## config.mk

```make
export PLATFORM = sky130hd
export DESIGN_NAME = mwire_rx
export DESIGN_NICKNAME = d
export VERILOG_FILES = /design/src/rtl/mwire_rx_pkg.sv /design/src/rtl/mwire_rx_sync.sv /design/src/rtl/mwire_rx_runlen.sv /design/src/rtl/mwire_rx_slicer.sv /design/src/rtl/mwire_rx.sv
export SDC_FILE = /design/constraint.sdc
export NUM_CORES = 1
export LEC_CHECK = 0
export CAP_MARGIN = 20
export CORE_MARGIN = 5
export CORE_UTILIZATION = 62
export DETAILED_ROUTE_END_ITERATION = 7
export HOLD_SLACK_MARGIN = 0.1
export PLACE_DENSITY_LB_ADDON = 0.25
export SLEW_MARGIN = 20
export SYNTH_ARGS = -nofsm -noshare
export SYNTH_HDL_FRONTEND = slang
export SYNTH_SLANG_ARGS = --single-unit
```

## constraint.sdc

```tcl
create_clock -name clk -period 8 [get_ports clk]
set_input_delay 1.2 -clock clk [delete_from_list [all_inputs] [get_ports clk]]
set_output_delay 1.2 -clock clk [all_outputs]
set_load 0.1 [all_outputs]
```

## src/rtl/mwire_rx_pkg.sv

```systemverilog
package mwire_rx_pkg;

   typedef enum logic [2:0] {
      ST_WAIT_IDLE,
      ST_HUNT,
      ST_MEASURE,
      ST_FRAME,
      ST_ERROR
   } rx_state_e;

   localparam logic [7:0] TERM_BYTE     = 8'h81;
   localparam int         MEAS_RISES    = 4;
   localparam int         PRE_TAIL_BITS = 4;

endpackage

```

## src/rtl/mwire_rx_sync.sv

```systemverilog
module mwire_rx_sync #(
   parameter int STAGES = 2
) (
   input  logic clk,
   input  logic rst_n,
   input  logic din,
   output logic lvl,
   output logic rise,
   output logic fall
);
   logic [STAGES-1:0] chain;
   logic              lvl_q;

   if (STAGES < 2) begin : g_bad_stages
      $error("mwire_rx_sync: STAGES must be at least 2");
   end

   for (genvar i = 0; i < STAGES; i++) begin : g_flop
      if (i == 0) begin : g_first
         always_ff @(posedge clk or negedge rst_n) begin
            if (!rst_n) chain[0] <= 1'b0;
            else        chain[0] <= din;
         end
      end else begin : g_next
         always_ff @(posedge clk or negedge rst_n) begin
            if (!rst_n) chain[i] <= 1'b0;
            else        chain[i] <= chain[i-1];
         end
      end
   end

   always_ff @(posedge clk or negedge rst_n) begin
      if (!rst_n) lvl_q <= 1'b0;
      else        lvl_q <= chain[STAGES-1];
   end

   assign lvl  = chain[STAGES-1];
   assign rise = lvl & ~lvl_q;
   assign fall = ~lvl & lvl_q;
endmodule

```

## src/rtl/mwire_rx_runlen.sv

```systemverilog
module mwire_rx_runlen #(
   parameter int IDLE_CYC = 1000,
   parameter int RW       = 10
) (
   input  logic          clk,
   input  logic          rst_n,
   input  logic          lvl,
   input  logic          edge_seen,
   output logic [RW-1:0] run,
   output logic          idle
);
   if ((2 ** RW) <= IDLE_CYC) begin : g_bad_width
      $error("mwire_rx_runlen: RW too narrow for IDLE_CYC");
   end

   always_ff @(posedge clk or negedge rst_n) begin
      if (!rst_n)               run <= '0;
      else if (edge_seen)       run <= RW'(1);
      else if (run != '1)       run <= run + 1'b1;
   end

   assign idle = ~lvl && (run >= RW'(IDLE_CYC));
endmodule

```

## src/rtl/mwire_rx_slicer.sv

```systemverilog
module mwire_rx_slicer #(
   parameter int PW        = 9,
   parameter int WIN_SHIFT = 2
) (
   input  logic          clk,
   input  logic          rst_n,
   input  logic          start,
   input  logic          active,
   input  logic [PW-1:0] period,
   input  logic          rise,
   input  logic          fall,
   output logic          bit_stb,
   output logic          bit_val,
   output logic          err_stb
);
   logic [PW-1:0] t;
   logic          got;
   logic [PW-1:0] half, wq, win_lo, win_hi;
   logic          in_win;

   if (WIN_SHIFT < 2) begin : g_bad_win
      $error("mwire_rx_slicer: WIN_SHIFT below 2 lets windows overlap");
   end

   assign half   = period >> 1;
   assign wq     = period >> WIN_SHIFT;
   assign win_lo = half - wq;
   assign win_hi = half + wq;
   assign in_win = (t >= win_lo) && (t <= win_hi);

   always_ff @(posedge clk or negedge rst_n) begin
      if (!rst_n) begin
         t       <= '0;
         got     <= 1'b0;
         bit_stb <= 1'b0;
         bit_val <= 1'b0;
         err_stb <= 1'b0;
      end else begin
         bit_stb <= 1'b0;
         err_stb <= 1'b0;
         if (start) begin
            t   <= PW'(1);
            got <= 1'b0;
         end else if (active) begin
            if ((rise | fall) && in_win) begin
               if (got) begin
                  err_stb <= 1'b1;
               end else begin
                  got     <= 1'b1;
                  bit_stb <= 1'b1;
                  bit_val <= fall;
               end
               t <= half + 1'b1;
            end else begin
               if (!got && (t == win_hi)) err_stb <= 1'b1;
               if (t == period - 1'b1) begin
                  t   <= '0;
                  got <= 1'b0;
               end else begin
                  t <= t + 1'b1;
               end
            end
         end
      end
   end
endmodule

```

## src/rtl/mwire_rx.sv

```systemverilog
module mwire_rx #(
   parameter int MAX_BIT_CYC   = 256,
   parameter int MIN_PULSE_CYC = 10,
   parameter int IDLE_CYC      = 1000,
   parameter int SYNC_STAGES   = 2,
   parameter int WIN_SHIFT     = 2
) (
   input  logic       clk,
   input  logic       rst_n,
   input  logic       din,
   output logic [7:0] byte_data,
   output logic       byte_valid,
   output logic       frame_start,
   output logic       frame_end,
   output logic       frame_err
);
   import mwire_rx_pkg::*;

   localparam int PW = $clog2(MAX_BIT_CYC + 1);
   localparam int MW = PW + 2;
   localparam int RW = $clog2(IDLE_CYC + 1);

   if (IDLE_CYC <= MAX_BIT_CYC) begin : g_bad_idle
      $error("mwire_rx: IDLE_CYC must exceed the longest legal low level");
   end
   if (MIN_PULSE_CYC < 1 || 2 * MIN_PULSE_CYC > MAX_BIT_CYC) begin : g_bad_pulse
      $error("mwire_rx: MIN_PULSE_CYC out of range");
   end

   rx_state_e     state;
   logic          lvl, rise, fall, edge_seen, idle;
   logic [RW-1:0] run;
   logic [MW-1:0] cnt;
   logic [1:0]    rises;
   logic [2:0]    pre_left;
   logic [2:0]    nbits;
   logic [6:0]    shreg;
   logic [PW-1:0] period;
   logic          sl_bit, sl_val, sl_err;
   logic          short_pulse, cnt_full, meas_last, meas_done;
   logic [7:0]    next_byte;

   assign edge_seen = rise | fall;

   mwire_rx_sync #(.STAGES(SYNC_STAGES)) u_sync (
      .clk(clk), .rst_n(rst_n), .din(din),
      .lvl(lvl), .rise(rise), .fall(fall)
   );

   mwire_rx_runlen #(.IDLE_CYC(IDLE_CYC), .RW(RW)) u_runlen (
      .clk(clk), .rst_n(rst_n), .lvl(lvl), .edge_seen(edge_seen),
      .run(run), .idle(idle)
   );

   assign short_pulse = edge_seen && (run < RW'(MIN_PULSE_CYC));
   assign cnt_full    = (cnt == MW'(4 * MAX_BIT_CYC));
   assign meas_last   = rise && (rises == 2'(MEAS_RISES - 1));
   assign meas_done   = (state == ST_MEASURE) && !idle && !short_pulse
                        && meas_last && !cnt_full;
   assign next_byte   = {shreg, sl_val};

   mwire_rx_slicer #(.PW(PW), .WIN_SHIFT(WIN_SHIFT)) u_slicer (
      .clk(clk), .rst_n(rst_n),
      .start(meas_done), .active(state == ST_FRAME),
      .period(period), .rise(rise), .fall(fall),
      .bit_stb(sl_bit), .bit_val(sl_val), .err_stb(sl_err)
   );

   always_ff @(posedge clk or negedge rst_n) begin
      if (!rst_n) begin
         state       <= ST_WAIT_IDLE;
         cnt         <= '0;
         rises       <= '0;
         pre_left    <= '0;
         nbits       <= '0;
         shreg       <= '0;
         period      <= '0;
         byte_data   <= '0;
         byte_valid  <= 1'b0;
         frame_start <= 1'b0;
         frame_end   <= 1'b0;
         frame_err   <= 1'b0;
      end else begin
         byte_valid  <= 1'b0;
         frame_start <= 1'b0;
         frame_end   <= 1'b0;
         frame_err   <= 1'b0;
         if (idle && state != ST_HUNT) begin
            state  <= ST_HUNT;
            period <= '0;
         end else begin
            unique case (state)
               ST_WAIT_IDLE, ST_ERROR: ;
               ST_HUNT: if (rise) begin
                  state <= ST_MEASURE;
                  cnt   <= MW'(1);
                  rises <= '0;
               end
               ST_MEASURE: begin
                  if (!cnt_full) cnt <= cnt + 1'b1;
                  if (short_pulse || (meas_last && cnt_full)) begin
                     state     <= ST_ERROR;
                     frame_err <= 1'b1;
                  end else if (meas_last) begin
                     period   <= cnt[MW-1:2];
                     state    <= ST_FRAME;
                     pre_left <= 3'(PRE_TAIL_BITS);
                     nbits    <= '0;
                  end else if (rise) begin
                     rises <= rises + 1'b1;
                  end
               end
               ST_FRAME: begin
                  if (sl_err) begin
                     state     <= ST_ERROR;
                     frame_err <= 1'b1;
                     period    <= '0;
                  end else if (sl_bit) begin
                     if (pre_left != '0) begin
                        if (!sl_val) begin
                           state     <= ST_ERROR;
                           frame_err <= 1'b1;
                           period    <= '0;
                        end else begin
                           pre_left <= pre_left - 1'b1;
                           if (pre_left == 3'd1) frame_start <= 1'b1;
                        end
                     end else begin
                        shreg <= next_byte[6:0];
                        nbits <= nbits + 1'b1;
                        if (nbits == 3'd7) begin
                           if (next_byte == TERM_BYTE) begin
                              frame_end <= 1'b1;
                              state     <= ST_HUNT;
                              period    <= '0;
                           end else begin
                              byte_valid <= 1'b1;
                              byte_data  <= next_byte;
                           end
                        end
                     end
                  end
               end
               default: state <= ST_ERROR;
            endcase
         end
      end
   end
endmodule

```

# Yosys cells after proc, flatten, opt, wreduce, memory -nomap -nowiden
# Index checks and enable logic that the tools add are counted.
# classes
addsub	10
n_mul	0
div_mod_pow	0
order_cmp	4
n_eq_ne	33
shift	0
muxes	89
bitwise	11
reduce_logical	36
# op_table
op	count
two-way mux 9 bit	13
two-way mux 3 bit	21
two-way mux 1 bit	40
AND reduction 7 bit	4
!= test 2 bit, second input constant	12
two-way mux 11 bit	2
case mux 11 bit (2 select lines)	1
two-way mux 10 bit	2
== test 9 bit	2
case mux 9 bit (2 select lines)	1
!= test 5 bit, second input constant	3
logical AND 1 bit	12
case mux 3 bit (2 select lines)	2
case mux 3 bit (4 select lines)	1
adder 11 x 1 -> 11 bit, second input constant	1
== test 11 bit, second input constant	1
adder 10 x 1 -> 10 bit, second input constant	1
>= comparator 10 bit, second input constant	1
< comparator 10 x 4 -> 1 bit, second input constant	1
!= test 10 bit, second input constant	1
adder 8 x 1 -> 9 bit, second input constant	1
adder 8 x 7 -> 9 bit	1
adder 9 x 1 -> 9 bit, second input constant	1
>= comparator 9 bit	1
other kinds (33)	57
# word_totals
regBits	76
latchBits	0
mem_bits_rw	0
mem_bits_ro	0
input_bits	3
output_inout_bits	12
elab_cells	204
memories	0

# Longest topological paths before layout
# Gate-level depths: netlist of the first run.
# logic_depth
depth_word	10
ltp_mapped	19
ltp_nobuf	18

# Modules after synthesis
# From an unflattened synthesis of the first run, not the netlist that was laid out.
# unflattened
cells_unflattened	579
area_unflattened_um2	5526.6
# by_module_without_submodules
module	n_inst	cells_per_inst	area_each_um2	seq_area_each_um2
mwire_rx	1	255	2617.5	1251.2
mwire_rx_slicer	1	255	2209.6	325.3
mwire_rx_runlen	1	64	609.3	250.2
mwire_rx_sync	1	5	90.1	75.1

# Worst setup path after synthesis of the first run
# No wires, ideal clock.
# synth_timing
path_type	flip-flop to flip-flop
start	register period[2]
end	register u_slicer.bit_val
setup_ns	0.125
arrival_time_ns	3.478
required_time_ns	7.875
slack_ns	4.397
path_stages_with_launch	15
n_path_buf	0
synth_period_minus_slack_ns	3.603
cell_sequence	dfrtp_1 ha_1 fa_1 a21o_1 a21oi_1 o21bai_1 a21oi_1 xnor2_1 ha_1 nand4_1 or3_1 a21oi_1 o21ai_0 nor4_1 mux2_2
# synth_via
elab_chain_cells	5
elab_cells_between_ends	7
cone_classes	2 x add/sub; 2 x order compare; 3 x reduce/logical
# synth_rtl
element	line	source
start, declared	mwire_rx.sv:38	logic [PW-1:0] period;
start signal, assigned	mwire_rx.sv:105	period <= cnt[MW-1:2];
subtractor 8 x 7 -> 9 bit / adder 8 x 7 -> 9 bit (equally long branches)	mwire_rx_slicer.sv:27, mwire_rx_slicer.sv:28	
>= comparator 9 bit / less-or-equal comparator 9 bit (equally long branches)	mwire_rx_slicer.sv:29	assign in_win = (t >= win_lo) && (t <= win_hi);
logical AND 1 bit (*)	mwire_rx_slicer.sv:29	
logical AND 1 bit (*)	mwire_rx_slicer.sv:45	if ((rise | fall) && in_win) begin
AND reduction 4 bit (no line) (*)	-	
end signal, assigned	mwire_rx_slicer.sv:51	bit_val <= fall;
end, declared	mwire_rx_slicer.sv:13	output logic bit_val,
# Every way passes the cells marked *; elsewhere a longest branch is shown, timed or not.
# A chain may end at the register's enable or synchronous reset.

# Worst setup path after layout of the first run
# layout_timing
start	register period[2]
end	register u_slicer.err_stb
# layout_via
elab_chain_cells	7
elab_cells_between_ends	12
cone_classes	2 x add/sub; 2 x order compare; 1 x eq/ne; 4 x mux; 3 x reduce/logical
# layout_rtl
element	line	source
subtractor 8 x 7 -> 9 bit / adder 8 x 7 -> 9 bit (equally long branches)	mwire_rx_slicer.sv:27, mwire_rx_slicer.sv:28	
>= comparator 9 bit, or another cell as far along	mwire_rx_slicer.sv:29	
logical AND 1 bit (on tied branches)	mwire_rx_slicer.sv:29, mwire_rx_slicer.sv:55	
logical AND 1 bit / two-way mux 1 bit (equally long branches)	mwire_rx_slicer.sv:45, mwire_rx_slicer.sv:55	
two-way mux 1 bit (*)	mwire_rx_slicer.sv:45	
two-way mux 1 bit (*)	mwire_rx_slicer.sv:44	end else if (active) begin
two-way mux 1 bit (*)	mwire_rx_slicer.sv:41	if (start) begin
end signal, assigned	mwire_rx_slicer.sv:40	err_stb <= 1'b0;
end signal, assigned	mwire_rx_slicer.sv:47	err_stb <= 1'b1;
end signal, assigned	mwire_rx_slicer.sv:55	if (!got && (t == win_hi)) err_stb <= 1'b1;
end, declared	mwire_rx_slicer.sv:14	output logic err_stb
# Marked as above.

==> run_results.csv, run 1 <==
group,metric,value,unit
status,outcome,"finished clean",
clock_network,cts.htree.levels,3,
routing,wl_per_cell,16.50,µm
grt,grt_max_degree,77,
timing,fin_worst_skew,10.98,ps
layout,fillers,617,
setup_path,crit_arrival,4440,ps
timing,grt_setup_unrepaired,"false",
timing,timing.slew.headroom,35.09,%
hold_path,hold_depth,0,
grt,grt_pass1_vias,3971,
placement,place_congestion,0.9053,
layout,multi_input_area,3149,µm²
placement,io_buffers,14,
die,rows,33,
hold_path,worstHoldStart,"u_sync.chain[0]",
synth,yosysWarnings,0,
power_and_ir_drop,peakVddDrop,0.09614,mV
layout,final_cell_area,5657,µm²
timing,hold_viol,0,
clock_network,cts_root_buffer,"clkbuf_8",
setup_path,r2r_start,"period[2]",
grt,gr-total-overflow,0,
routing,viasPerCell,6.133,
layout,n_antenna_cell,0,
die,dieArea,10410,µm²
flow_run,cap_violations,0,
setup_path,crit_type,"reg2reg",
timing,worst_slew_pin_slew,970.6,ps
layout,finalNetCount,624,
die,core_area,8217,µm²
synth,synth-seq-area-share,36.22,%
routing,drc,0,
timing,finalCritPeriodShare,52.75,%
clock_network,clk_latency,360,ps
layout,mostFrequentLayoutCell,"dfrtp_1",
die,die_y,102.0,µm
setup_path,crit_required,8220,ps
routing,drt-initial-drc-count,268,
clock_network,cts.clk_slew.worst_paths,100,ps
layout,layout-drive-gt1-share,9.541,%
routing,final_antenna_net_count,0,
layout,stdcell_count,671,
layout,final-seq-area,1902,µm²
grt,grt_pass1_wl,19.10,mm
synth,syn_inst,547,
setup_path,start_kind,"register",
clock_network,tritoncts,"built",
synth,synth_edf_count,0,
synth,synthFlopType,"dfrtp_1",
clock_network,cts.sinks,76,
synth,syn_avg_cell_area,9.598,µm²
setup_path,startpoint,"period[2]",
timing,period_needed,4220,ps
grt,grt_antenna_before_repair,0,
timing,max_freq,0.2370,GHz
routing,firstDrtPassIters,4,
routing,vias,4115,
layout,syn2layout_area_growth,7.746,%
synth,synthArstFlopShare,100.0,%
placement,dp.cells,654,
clock_network,numCtsBuffers,9,
timing,slew_violations,0,
timing,setup_viol,0,
clock_network,postCtsHoldBufs,0,
placement,hpwlAfterDp,8.293,mm
timing,tns,0,ps
placement,placed_cell_area,5463,µm²
power_and_ir_drop,p_per_area,125.5,nW/µm²
layout,final_util,68.84,%
synth,synth_cell_types,63,
layout,mostFrequentLayoutCells,"76 x dfrtp_1, 58 x ha_1, 41 x nand2_1",
grt,grtUsageTotal,22.89,%
setup_path,crit_path_end_kind,"register",
die,ios,15,
clock_network,post_cts_buffers,0,
synth,synth-seq-cells,76,
hold_path,hold_class,"reg2reg",
setup_path,cp_max_fo,12,
clock_network,post_cts_resized,0,
die,dieWidth,102.0,µm
setup_path,worstRegToRegCells,15,
routing,drt-total-wl,11.07,mm
power_and_ir_drop,power_leakage,2.607,nW
synth,synth_area,5250,µm²
clock_network,clk_path_buf_depth,2,
synth,syn_nets,610,
die,start_util,63.90,%
-- cells by family after synthesis --
group | synth area share [%]
adder cells (fa/ha/maj) | 14.59
XOR/XNOR | 6.673
multiplexers | 4.409
AO/OA/AOI/OAI | 14.61
buffers and inverters | 3.908
AND/OR/NAND/NOR | 19.59
flip-flops | 36.22
-- power breakdown --
group / internal (W) / switching [W] / total [W] / leakage [nW]
clock network: 0.000121 / 0.000167 / 0.000288 / 0.0947
registers: 0.000388 / 0.00000529 / 0.000393 / 1.05
logic: 0.00000840 / 0.0000198 / 0.0000282 / 1.46
-- synth_stat cells (6+ instances only) --
cell,count,share of area [%]
nand3_1,34,3.2
a21oi_1,23,2.2
mux2_2,17,3.6
nor3_1,12,1.1
o21bai_1,7,1.0
or3_1,6,0.72
clkbuf_1,6,0.43
and3_1,12,1.4
xnor2_1,27,4.5
nand4_1,13,1.5
xor2_1,13,2.2
inv_1,36,2.6
o21ai_0,40,3.8
nor2_1,32,2.3
nand2_1,41,2.9
ha_1,58,14
dfrtp_1,76,36
-- layer usage --
layer,track usage (%),wire length [µm],share of wire (%),vias up
li1,-,-,-,1991
met1,33.09,5304,48,2022
met2,35.48,5140,46,84
met3,4.027,474,4.3,18
met4,6.660,153,1.4,0
met5,0,0,0,-
-- sequential cells by signal, indices dropped and copies added (netlist names), 2 cells and up --
name          flops
shreg             7
period            9
byte_data         8
u_slicer.t        9
state             3
rises             2
pre_left          3
nbits             3
u_runlen.run     10
cnt              11
-- final timing paths --
| check | to | slack, ps |
|---|---|---|
| worst max-delay path | u_slicer.err_stb | 3780 |
| worst max register to register | u_slicer.err_stb | 3780 |
| worst min-delay path | u_sync.lvl | 360 |
| max in group asynchronous | period[7] | 6410 |
| min in group asynchronous | u_slicer.t[3] | 960 |
| worst min register to register | u_sync.lvl | 360 |
-- layout make-up --
type	instances	share of cell area, %
Multi-Input combinational cell	422	55.67
Sequential cell	76	33.62
Timing Repair Buffer	16	2.654
Inverter	36	2.389
Tap cell	105	2.322
Clock buffer	9	2.190
Clock inverter	7	1.150
-- through the flow --
stage               worst slack (ps)   power, W  hold WS (ps)
floorplan                       4397  0.0004165         331.2
global placement                3918  0.0004287         332.2
detailed placement              3809  0.0004301         334.7
CTS                             3791  0.0007166         356.2
global route                    3352  0.0007369         362.1
finish                          3780  0.0007099         355.9
-- critical path, cell delays in order (launching register included) --
cell and delay, ps:
dfrtp_1 500, ha_1 310, fa_1 430, a21o_1 200
a21oi_1 240, o21bai_1 90, a21oi_1 240, xnor2_1 100
ha_1 310, nand4_1 100, or3_1 390, a21oi_1 130
o21ai_0 130, nor2_1 600, mux2i_1 260, nor2_1 50
Note: power is estimated with default switching activity, not from simulation.
==> inputs of run 2 (changes only) <==
--- a/config.mk
+++ b/config.mk
@@ -7,7 +7,7 @@
 export LEC_CHECK = 0
 export CAP_MARGIN = 20
 export CORE_MARGIN = 5
-export CORE_UTILIZATION = 62
+export CORE_UTILIZATION = 57
 export DETAILED_ROUTE_END_ITERATION = 7
 export HOLD_SLACK_MARGIN = 0.1
 export PLACE_DENSITY_LB_ADDON = 0.25
==> constraint.sdc (replaced) <==
create_clock -name clk -period 3.5 [get_ports clk]
set_input_delay 0.525 -clock clk [delete_from_list [all_inputs] [get_ports clk]]
set_output_delay 0.525 -clock clk [all_outputs]
set_load 0.1 [all_outputs]
==> run 2 against run 1 <==
Sequential share of layout area decreased by 2.5 points. Via count is 3.6% higher. Critical path type unchanged. Combinational power grew to 3.0 times the previous value.
==> run_results.csv, run 2 (synthesis results as in run 1) <==
group,metric,value,unit
setup_path,r2r_slack,20,ps
grt,grt_antenna_before_repair,0,
timing,max_freq,0.2878,GHz
layout,layout-drive-gt1-share,19.77,%
setup_path,start_kind,"register",
timing,worst_slew_pin_slew,981.1,ps
clock_network,cts_root_buffer,"clkbuf_8",
routing,vias,4263,
clock_network,clk_latency,360,ps
clock_network,clk_path_buf_depth,2,
die,rows,35,
timing,timing.hold.ws,282.1,ps
grt,grtUsageTotal,22.05,%
routing,drc,0,
die,start_util,57.64,%
placement,io_buffers,14,
grt,gr-total-overflow,0,
timing,grt_setup_unrepaired,"true",
grt,grt_pass1_vias,4261,
timing,slew_violations,0,
layout,mostFrequentLayoutCells,"74 x dfrtp_1, 57 x ha_1, 40 x nand2_1",
power_and_ir_drop,power_leakage,2.812,nW
setup_path,crit_path_end_kind,"register",
die,core_area,9109,µm²
routing,final_antenna_net_count,0,
layout,mostFrequentLayoutCell,"dfrtp_1",
layout,syn2layout_area_growth,16.56,%
power_and_ir_drop,p_per_area,268.0,nW/µm²
clock_network,cts.sinks,76,
timing,timing.slew.headroom,34.39,%
power_and_ir_drop,peakVddDrop,0.1800,mV
status,outcome,"finished clean",
grt,grt_pass1_wl,20.18,mm
routing,viasPerCell,5.937,
clock_network,numCtsBuffers,9,
setup_path,crit_type,"reg2reg",
hold_path,hold_class,"in2async",
timing,hold_viol,0,
clock_network,cts.clk_slew.worst_paths,90,ps
routing,drt-total-wl,11.89,mm
setup_path,cp_max_fo,5,
die,dieArea,11230,µm²
layout,largest_reg_flops,11,
clock_network,tritoncts,"built",
layout,final_cell_area,6120,µm²
layout,top_regs,"cnt (11), u_runlen.run (10)",
routing,firstDrtPassIters,5,
timing,tns,0,ps
layout,finalNetCount,665,
timing,setup_viol,0,
timing,finalCritPeriodShare,99.29,%
layout,final_util,67.18,%
clock_network,postCtsHoldBufs,0,
grt,grt_max_degree,77,
setup_path,crit_arrival,3720,ps
placement,place_congestion,0.8999,
flow_run,cap_violations,0,
clock_network,cts.htree.levels,3,
timing,fin_worst_skew,3.782,ps
setup_path,crit_required,3750,ps
placement,placed_cell_area,5758,µm²
die,ios,15,
die,die_y,106.0,µm
die,dieWidth,106.0,µm
routing,wl_per_cell,16.56,µm
layout,top_register,"cnt",
timing,period_needed,3475,ps
layout,n_antenna_cell,0,
placement,hpwlAfterDp,8.686,mm
routing,drt-initial-drc-count,218,
[run 2: routing by layer]
layer	up-vias	share of wire, %	GRT usage [%]
li1	2062	-	-
met1	2096	46	30.80
met2	88	48	35.88
met3	17	4.4	3.522
met5	-	0	0
met4	0	1.6	5.828
[run 2: worst max-delay path, cell delays in order (launching register included)]
cell	delay [ps]
dfrtp_2	460
ha_4	180
fa_2	330
a21o_1	170
a21oi_2	130
o21bai_1	90
a21oi_2	170
xnor2_1	120
ha_1	330
nand4_1	90
or3_4	400
a21oi_2	140
o21ai_2	110
nor4_2	280
mux2_2	370
[run 2: cell type report]
| class | instances | area [µm²] |
|---|---|---|
| clock buffers | 9 | 123.9 |
| inverters | 36 | 135.1 |
| fillers | 750 | 2989 |
| flip-flops and latches | 76 | 1904 |
| multi-input cells | 423 | 3284 |
| well taps | 111 | 138.9 |
| repair buffers | 56 | 467.9 |
| clock inverters | 7 | 65.06 |
[run 2: worst paths after layout]
kind / startpoint / endpoint / depth (start not counted)
setup reg to reg: period[2] / u_slicer.bit_val / 14
hold reg to reg: u_sync.chain[0] / u_sync.lvl / 0
hold / removal: rst_n / u_slicer.t[1] / 1
max in group asynchronous: rst_n / period[3] / 1
min in group clk: u_sync.chain[0] / u_sync.lvl / 0
setup / recovery: period[2] / u_slicer.bit_val / 14
[run 2: timing repair]
action / in CTS / in global routing
resized for setup: 13 / 20
setup endpoints to repair: 10 / 11
setup buffers: 2 / 4
pin swaps: 9 / 13
gates cloned: 1 / 0
[run 2: report_power, final]
group	leakage [nW]	internal, W	total, W	switching [W]
registers	1.05	0.000887	0.000899	0.0000121
logic	1.67	0.0000319	0.0000836	0.0000517
clock network	0.0943	0.000275	0.000657	0.000382
[run 2: metrics by stage]
step	setup slack, ps	std cells	power, W
3_3_place_gp	-95.17	695	0.0009843
5_1_grt	-161.7	718	0.001715
2_1_floorplan	4.905	547	0.0009522
6_report	24.91	718	0.001640
3_5_place_dp	-162.7	695	0.0009892
4_1_cts	1.651	714	0.001650
